--- src/rtl/lpc_pkg.sv ---
package lpc_pkg;
  typedef enum logic [1:0] {
    IF_DIS  = 2'd0,
    IF_RST  = 2'd1,
    IF_INIT = 2'd2,
    IF_NORM = 2'd3
  } if_state_t;
endpackage

--- src/rtl/lpc_sync.sv ---
module lpc_sync #(
  parameter int STAGES = 2
) (
  input  logic clk,
  input  logic rst,
  input  logic d_async,
  output logic d_sync
);
  logic [STAGES-1:0] chain_q;

  always_ff @(posedge clk) begin
    if (rst) chain_q <= '0;
    else     chain_q <= {chain_q[STAGES-2:0], d_async};
  end

  assign d_sync = chain_q[STAGES-1];
endmodule

--- src/rtl/lpc_lowtimer.sv ---
module lpc_lowtimer #(
  parameter int LOW_RST_CYC = 130,
  parameter int LOW_DIS_CYC = 1300
) (
  input  logic clk,
  input  logic rst,
  input  logic lps_s,
  output logic inactive,
  output logic dis_hit
);
  localparam int CW = $clog2(LOW_DIS_CYC + 1);
  localparam logic [CW-1:0] RST_LIM = CW'(LOW_RST_CYC);
  localparam logic [CW-1:0] DIS_LIM = CW'(LOW_DIS_CYC);

  logic [CW-1:0] low_cnt_q;

  always_ff @(posedge clk) begin
    if (rst || lps_s)            low_cnt_q <= '0;
    else if (low_cnt_q != DIS_LIM) low_cnt_q <= low_cnt_q + 1'b1;
  end

  assign inactive = (low_cnt_q > RST_LIM);
  assign dis_hit  = (low_cnt_q == DIS_LIM);

  // the low-time counter never passes its saturation point
  p_sat_r3: assert property (@(posedge clk) disable iff (rst)
    low_cnt_q <= DIS_LIM);

  // a high sample clears the low run
  p_clear_r1: assert property (@(posedge clk) disable iff (rst)
    lps_s |=> !inactive && !dis_hit);
endmodule

--- src/rtl/lpc_fsm.sv ---
module lpc_fsm
  import lpc_pkg::*;
#(
  parameter int INIT_CYC = 16,
  parameter int WAKE_CYC = 100000
) (
  input  logic      clk,
  input  logic      rst,
  input  logic      lps_s,
  input  logic      inactive,
  input  logic      dis_hit,
  input  logic      lowpwr,
  output if_state_t state
);
  localparam int MAXW = (WAKE_CYC > INIT_CYC) ? WAKE_CYC : INIT_CYC;
  localparam int IW   = $clog2(MAXW + 1);
  localparam logic [IW-1:0] INIT_LD = IW'(INIT_CYC - 1);
  localparam logic [IW-1:0] WAKE_LD = IW'(WAKE_CYC - 1);

  if_state_t     st_q;
  logic [IW-1:0] init_cnt_q;

  always_ff @(posedge clk) begin
    if (rst) begin
      st_q       <= IF_DIS;
      init_cnt_q <= '0;
    end else begin
      unique case (st_q)
        IF_NORM: if (inactive) st_q <= IF_RST;
        IF_RST: begin
          if (dis_hit) st_q <= IF_DIS;
          else if (lps_s) begin
            st_q       <= IF_INIT;
            init_cnt_q <= INIT_LD;
          end
        end
        IF_DIS: begin
          if (lps_s) begin
            st_q       <= IF_INIT;
            init_cnt_q <= lowpwr ? WAKE_LD : INIT_LD;
          end
        end
        IF_INIT: begin
          if (inactive)             st_q <= IF_RST;
          else if (init_cnt_q == '0) st_q <= IF_NORM;
          else                      init_cnt_q <= init_cnt_q - 1'b1;
        end
        default: st_q <= IF_DIS;
      endcase
    end
  end

  assign state = st_q;

  // a low run past the reset threshold leaves normal for reset
  p_enter_rst_r1: assert property (@(posedge clk) disable iff (rst)
    (st_q == IF_NORM && inactive) |=> st_q == IF_RST);

  // an active input in reset starts init
  p_rst_wake_r5: assert property (@(posedge clk) disable iff (rst)
    (st_q == IF_RST && lps_s && !dis_hit) |=> st_q == IF_INIT);

  // a saturated low run in reset lands in disabled
  p_to_dis_r3: assert property (@(posedge clk) disable iff (rst)
    (st_q == IF_RST && dis_hit) |=> st_q == IF_DIS);

  // normal is entered only from init
  p_norm_entry_r5: assert property (@(posedge clk) disable iff (rst)
    (st_q != IF_NORM && st_q != IF_INIT) |=> st_q != IF_NORM);
endmodule

--- src/rtl/lps_link_ctrl.sv ---
module lps_link_ctrl
  import lpc_pkg::*;
#(
  parameter int DW          = 8,
  parameter int CTLW        = 2,
  parameter int SYNC_STAGES = 2,
  parameter int LOW_RST_CYC = 130,
  parameter int LOW_DIS_CYC = 1300,
  parameter int INIT_CYC    = 16,
  parameter int WAKE_CYC    = 100000
) (
  input  logic            clk,
  input  logic            rst,
  input  logic            lps_in,
  input  logic            lowpwr,
  input  logic            lreq_in,
  input  logic [CTLW-1:0] ctl_core,
  input  logic [DW-1:0]   data_core,
  output logic [CTLW-1:0] ctl_out,
  output logic [DW-1:0]   data_out,
  output logic            lreq_out,
  output logic            sysclk_en,
  output logic [1:0]      if_state
);
  logic      lps_s;
  logic      inactive;
  logic      dis_hit;
  if_state_t st;

  lpc_sync #(.STAGES(SYNC_STAGES)) u_sync (
    .clk(clk), .rst(rst), .d_async(lps_in), .d_sync(lps_s)
  );

  lpc_lowtimer #(.LOW_RST_CYC(LOW_RST_CYC), .LOW_DIS_CYC(LOW_DIS_CYC)) u_timer (
    .clk(clk), .rst(rst), .lps_s(lps_s), .inactive(inactive), .dis_hit(dis_hit)
  );

  lpc_fsm #(.INIT_CYC(INIT_CYC), .WAKE_CYC(WAKE_CYC)) u_fsm (
    .clk(clk), .rst(rst), .lps_s(lps_s), .inactive(inactive),
    .dis_hit(dis_hit), .lowpwr(lowpwr), .state(st)
  );

  always_ff @(posedge clk) begin
    if (rst) begin
      ctl_out   <= '0;
      data_out  <= '0;
      lreq_out  <= 1'b0;
      sysclk_en <= 1'b0;
    end else begin
      ctl_out   <= (st == IF_NORM) ? ctl_core  : '0;
      data_out  <= (st == IF_NORM) ? data_core : '0;
      lreq_out  <= (st == IF_NORM) && lreq_in;
      sysclk_en <= (st != IF_DIS);
    end
  end

  assign if_state = st;

  // outputs toward the link are quiet outside normal
  p_quiet_r2: assert property (@(posedge clk) disable iff (rst)
    (st != IF_NORM) |=> (ctl_out == '0 && data_out == '0 && !lreq_out));

  // clock keeps running in the reset state
  p_clk_rst_r2: assert property (@(posedge clk) disable iff (rst)
    (st == IF_RST) |=> sysclk_en);

  // disabled gates the system clock
  p_noclk_r3: assert property (@(posedge clk) disable iff (rst)
    (st == IF_DIS) |=> !sysclk_en);

  // normal passes the core values with one cycle of latency
  p_pass_r7: assert property (@(posedge clk) disable iff (rst)
    (st == IF_NORM) |=> (ctl_out == $past(ctl_core) && data_out == $past(data_core)));
endmodule

--- config.mk ---
export PLATFORM = sky130hd
export DESIGN_NAME = lps_link_ctrl
export DESIGN_NICKNAME = d
export VERILOG_FILES = /design/src/rtl/lpc_pkg.sv /design/src/rtl/lpc_sync.sv /design/src/rtl/lpc_lowtimer.sv /design/src/rtl/lpc_fsm.sv /design/src/rtl/lps_link_ctrl.sv
export SDC_FILE = /design/constraint.sdc
export NUM_CORES = 1
export LEC_CHECK = 0
export ABC_AREA = 1
export CORE_MARGIN = 5
export CORE_UTILIZATION = 50
export CTS_CLUSTER_DIAMETER = 120
export DETAILED_ROUTE_END_ITERATION = 10
export PLACE_DENSITY_LB_ADDON = 0.25
export SLEW_MARGIN = 10
export SYNTH_ARGS = -nofsm -noshare
export SYNTH_HDL_FRONTEND = slang
export SYNTH_SLANG_ARGS = --single-unit
--- constraint.sdc ---
create_clock -name clk -period 1.5 [get_ports clk]
set_clock_uncertainty 0.1 [all_clocks]
set_input_delay 0.45 -clock clk [delete_from_list [all_inputs] [get_ports clk]]
set_output_delay 0.45 -clock clk [all_outputs]
set_load 0.02 [all_outputs]
### Word-level counts from Yosys, hierarchy flattened

Cells that the tools add are included.
Widths: inputs -> output; s select.

| storage, ports and cells | value |
|---|---|
| register bits after elaboration | 44 |
| bits in latches | 0 |
| memory bits (writable) | 0 |
| ROM bits | 0 |
| input bits | 15 |
| output and inout bits | 14 |
| word-level logic and storage cells | 46 |
| memories | 0 |

| cells by class | value |
|---|---|
| $add $sub $neg | 2 |
| $mul | 0 |
| div/mod/pow operators | 0 |
| order comparisons | 1 |
| equal/unequal tests | 12 |
| shift operators | 0 |
| multiplexer cells | 13 |
| bitwise logic cells | 1 |
| reduce and logical (&&, ||, !) cells | 9 |

Operators with widths:

| kind | number |
|---|---|
| $mux 17 | 6 |
| $pmux 17 s3 | 1 |
| $logic_not 17->1 | 1 |
| $sub 17x1->17 const B | 1 |
| $ne 2x2->1 const B | 6 |
| $add 11x1->11 const B | 1 |
| $eq 11x11->1 const B | 1 |
| $gt 11x8->1 const B | 1 |
| $ne 11x11->1 const B | 1 |
| $mux 2 | 5 |
| $pmux 2 s4 | 1 |
| $reduce_and 6->1 | 1 |
| $eq 2x2->1 const B | 2 |
| $ne 3x2->1 const B | 1 |
| $reduce_bool 3->1 | 1 |
| $eq 2x1->1 const B | 1 |
| $logic_not 2->1 | 1 |
| $reduce_and 2->1 | 1 |
| $reduce_bool 2->1 | 1 |
| $reduce_or 2->1 | 1 |
| $logic_and 1x1->1 | 1 |
| $logic_or 1x1->1 | 1 |
| $not 1->1 | 1 |

### Logic depth before layout (Yosys ltp)

| logic depth | value |
|---|---|
| depth after elaboration | 4 |
| depth in mapped cells | 13 |

### Hierarchy

Synthesis repeated with hierarchy kept, for this count alone.

| second synthesis, totals | value |
|---|---|
| cells, all modules | 356 |
| area total of the unflattened synthesis | 2444.8 um^2 |

Modules (own cells, without submodules):

| module | times used | cells an instance | area each (um^2) | seq. area each (um^2) |
|---|---|---|---|---|
| lpc_fsm | 1 | 209 | 1295.0 | 380.4 |
| lpc_lowtimer | 1 | 102 | 709.4 | 220.2 |
| lps_link_ctrl | 1 | 39 | 385.4 | 240.2 |
| lpc_sync | 1 | 6 | 55.1 | 40.0 |

### Worst setup path before layout

Ideal clock, no wire load.

| path | value |
|---|---|
| kind | reg2reg |
| from | register u_fsm.st_q[1], in the netlist u_fsm.state[1] |
| to | register u_fsm.st_q[0], in the netlist u_fsm.state[0] |
| arrival time | 1379 ps |
| data required time | 1267 ps |
| slack | -112 ps |
| stages on the path, launching flop included | 9 |
| cell sequence | dfxtp_1 buf_2 inv_1 nor2_4 clkinv_1 nor2_1 nand2_1 o21ai_0 nor2_1 |

| on the way | value |
|---|---|
| longest elaborated chain between the ends | 3 |

RTL lines:

| element | line | source |
|---|---|---|
| start, declared | lpc_fsm.sv:20 | `if_state_t st_q;` |
| start signal, assigned | lpc_fsm.sv:25 | `st_q <= IF_DIS;` |
| start signal, assigned | lpc_fsm.sv:29 | `IF_NORM: if (inactive) st_q <= IF_RST;` |
| start signal, assigned | lpc_fsm.sv:31 | `if (dis_hit) st_q <= IF_DIS;` |
| $eq 2x2->1 | lpc_fsm.sv:28 | `unique case (st_q)` |
| $ne 3x2->1 (no source line) / $ne 2x2->1 (equally long branches) | n/a |  |
| $reduce_and 2->1 (no source line) | n/a |  |

Parallel ways exist; a longest one is shown, timed or not.
A chain may end at the register's enable or synchronous reset.

### Worst setup path in the final report

| path | value |
|---|---|
| from | register u_timer.low_cnt_q[3] |
| to | register u_fsm.init_cnt_q[16] |

| on the way | value |
|---|---|
| longest elaborated chain between the ends | 3 |

RTL lines:

| element | line | source |
|---|---|---|
| start, declared | lpc_lowtimer.sv:15 | `logic [CW-1:0] low_cnt_q;` |
| start signal, assigned | lpc_lowtimer.sv:19 | `else if (low_cnt_q != DIS_LIM) low_cnt_q <= low_cnt_q + 1'b1;` |
| $gt 11x8->1 / $eq 11x11->1 (equally long branches) | lpc_lowtimer.sv:22, lpc_lowtimer.sv:23 |  |
| $ne 2x2->1 (no source line) | n/a |  |
| $reduce_and 6->1 (no source line) * | n/a |  |
| end signal, assigned | lpc_fsm.sv:40 | `init_cnt_q <= lowpwr ? WAKE_LD : INIT_LD;` |
| end signal, assigned | lpc_fsm.sv:46 | `else init_cnt_q <= init_cnt_q - 1'b1;` |
| end, declared | lpc_fsm.sv:21 | `logic [IW-1:0] init_cnt_q;` |

Every way passes the cells marked *; elsewhere a longest branch is shown, timed or not.

==> summary.md <==
| Metric | Value |
|---|---|
| Power Density | `836 nW/um^2` |
| Top cells by count, synth | `nand2_1 (77), nor2_1 (70), inv_1 (47)` |
| Net switching power | `approximately 1.0 mW` |
| Fin cells | `516` |
| Crit end category | `flop` |
| Core area | `approximately 4400 um^2` |
| Final Hold Viols | `0` |
| Vias in the first global route | `roughly 2,700` |
| Starting Density | `52.4%` |
| Register area share after synthesis | `38.1%` |
| FFs w/ async S/R, synth | `0%` |
| Overall Power | `3.17 mW` |
| DRC errors left | `0` |
| Root Buffer | `clkbuf_8` |
| Crit path max-delay family | `simple AND/OR/NAND/NOR gates` |
| DR vias/cell | `5.71` |
| Worst path arrival time | `1.90 ns` |
| Met2 global-route usage | `approximately 49%` |
| Worst-Skew Late Latency | `0.31 ns` |
| Number of nets in the layout | `483` |
| Syn-to-layout area delta | `63.9%` |
| Antenna viol nets, final | `0` |
| Power Internal | `2.12 mW` |
| Global route overflow | `0` |
| Syn nets | `367` |
| Fraction of power spent switching nets | `33.0%` |
| M1 GR Usage | `27.0%` |
| Detailed Place HPWL | `approximately 4700 um` |
| Num CTS Buffers | `5` |
| Crit path max-delay cell type | `dfxtp_1` |
| Top_reg_cell synth | `dfxtp_1` |
| Failing checks | `negative setup slack` |
| Slew headroom | `71.5%` |
| Biggest area consumer among synthesized cells | `dfxtp_1` |
| Drt wl/cell | `18.4 um` |
| H-tree Lvls | `2` |
| Kind of critical path | `flop to flop` |
| Leak | `1.76 nW` |
| Min cycle time layout | `1.75 ns` |
| Final setup fails | `29` |
| Initial antenna violation count | `0` |
| Post-Syn Area | `roughly 2300 um^2` |
| Die width | `78.0 um` |
| Yosys warns | `0` |
| TritonCTS clock tree | `done` |
| Share of cells above drive strength 1 | `44.6%` |
| Seq pwr share | `39.4%` |
| Maxcap violations | `0` |
| CP Launch Type | `flop` |
| #FFs+latches synth | `44` |
| GRT busiest layer | `met2` |
| Met3 usage | `5.15%` |
| Pins Over Slew Limit | `0` |
| Clock power frac | `between 30% and 40%` |
| Count leader, synth | `nand2_1` |
| Placed cells | `around 490` |
| Area contributors post-synth | `dfxtp_1 (38%), nand2_1 (12%), nor2_1 (11%)` |
| Sink Count | `44` |
| Max Fanout on Critical Path | `8` |
| Cell variety after synth | `31` |
| Die Y | `between 70 and 80 um` |
| Gr usage total | `around 25%` |
| Ant diodes | `0` |
| Maximum VDD drop | `0.757 mV` |
| Die area | `between 6000 and 7000 um^2` |
| Setup TNS | `-4.28 ns` |
| Mean Syn Cell Area | `6.67 um^2` |
| Clk buf depth | `2` |
| Least-Margin Pin Slew | `between 0.4 and 0.5 ns` |
| CTS clk-pin slew, worst paths | `0.10 ns` |
| Crit share post-route | `117%` |
| Port bufs | `28` |
| Util after Layout | `85.9%` |
| Post-synth EDFFs | `0` |
| First-pass GRT wire length | `12,400 um` |
| Worst path cell trace | `inv_1 -> nand3_1 -> o21ai_2 -> nand3_2 -> nand2_4 -> buf_12 -> nand2_8 -> nand2_2 -> nand2_1 -> nor2_1` |
| Worst Path Buf+Inv | `2` |
| Status | `finished with violations` |
| Combinational power share | `29.8%` |
| Data required, critical path | `approximately 1.7 ns` |
| IO Pins | `29` |
| Worst min path class | `flop to flop` |
| Largest net degree at the start of global routing | `16` |
| CP peak stage delay | `a little under 0.4 ns` |
| Post-Route WL | `9510 um` |
| DR iter-0 viols | `300` |
| Row count | `24` |
| Routability cong. | `between 0.8 and 0.9` |
| Unrepaired setup endpoints after global routing | `true` |
| Setup WS post-layout | `-0.248 ns` |
| Vias post-DR | `2,944` |
| Synthesized instance count | `347` |
| Router iterations before antenna repair | `5` |
| Post-CTS Hold Buffers | `0` |
| Max Clk Rate | `572 MHz` |
| Synth top area share | `about two fifths` |
## flip-flops by register name (all words and copies together), names as in the netlist
| name | count |
|---|---|
| sysclk_en | 1 |
| data_out | 8 |
| u_fsm.init_cnt_q | 17 |
| lreq_out | 1 |
| u_timer.low_cnt_q | 11 |
| u_fsm.state | 2 |
| u_sync.chain_q | 2 |
| ctl_out | 2 |
## worst min-delay path: cells and delay by family (launching register included)
family / cells / cell delay [ns]
DFF: 1 / 0.31
buffers and inverters: 1 / 0.06
and+or+nand+nor: 1 / 0.05
## power groups by stage
stage / clock network [mW] / registers (mW) / logic (mW)
4_1_cts: 0.949 / 1.24 / 0.797
3_3_place_gp: 0 / 1.26 / 0.679
3_5_place_dp: 0 / 1.26 / 0.697
5_1_grt: 1.02 / 1.25 / 1.02
6_report: 0.978 / 1.25 / 0.944
2_1_floorplan: 0 / 1.27 / 0.398
## area by class of cell
| cell class | instances | area (um^2) |
|---|---|---|
| multi-input cells | 249 | 1600 |
| repair buffers | 114 | 932 |
| flip-flops and latches | 44 | 891 |
| fillers | 220 | 621 |
| inverters | 49 | 193 |
| clock buffers | 5 | 68.8 |
| well taps | 52 | 65.1 |
| clock inverters | 3 | 47.5 |
## cell usage in the layout, fill, tap and decap left out, types with 12 or more instances in the layout
cell	n
inv_1	39
nor2_1	59
nand3_1	25
a21oi_1	12
dfxtp_1	38
nand2_1	51
clkdlybuf4s50_1	14
a21oi_2	12
nand2_2	23
buf_4	73
## routing by layer
metal  wire length [um]  share of wire [%]
met2               4910                 52
met1               3280                 35
met4                627                6.6
met5                  0                  0
met3                685                7.2
## timing repair
action                     4_1_cts  5_1_grt
pin swaps                       26       29
gates resized for setup         79       78
setup endpoints to repair       37       39
cloned                           2        0
setup buffers                   11       10
## kinds of logic after synthesis
kind of cell               synth area share (%)
and+or+nand+nor                            36.9
xor gates and xnor gates                   2.27
AOI/OAI and AO/OA                          10.4
adders and majority gates                  2.70
DFF                                        38.1
buffers and inverters                      9.73
## worst paths after layout
path / from / to / slack, ns / cells past startpoint
hold / removal: u_sync.chain_q[0]$_SDFF_PP0_ / u_sync.chain_q[1]$_SDFF_PP0_ / 0.37 / 2
setup reg to reg: u_timer.low_cnt_q[3]$_SDFFE_PP0N_ / u_fsm.init_cnt_q[16]$_SDFFE_PP0P_ / -0.25 / 10
setup / recovery: u_timer.low_cnt_q[3]$_SDFFE_PP0N_ / u_fsm.init_cnt_q[16]$_SDFFE_PP0P_ / -0.25 / 10
hold reg to reg: u_sync.chain_q[0]$_SDFF_PP0_ / u_sync.chain_q[1]$_SDFF_PP0_ / 0.37 / 2
## stage by stage
stage | instance area, um^2 | hold WS (ns) | setup slack [ns]
after detailed placement | 3130 | 0.304 | -0.275
after floorplan | 2320 | 0.288 | -0.0268
final | 3790 | 0.368 | -0.248
after global routing | 3790 | 0.383 | -0.323
after CTS | 3550 | 0.326 | -0.175
after global placement | 3130 | 0.290 | -0.244
No activity file was read; power rests on OpenSTA's default activity.
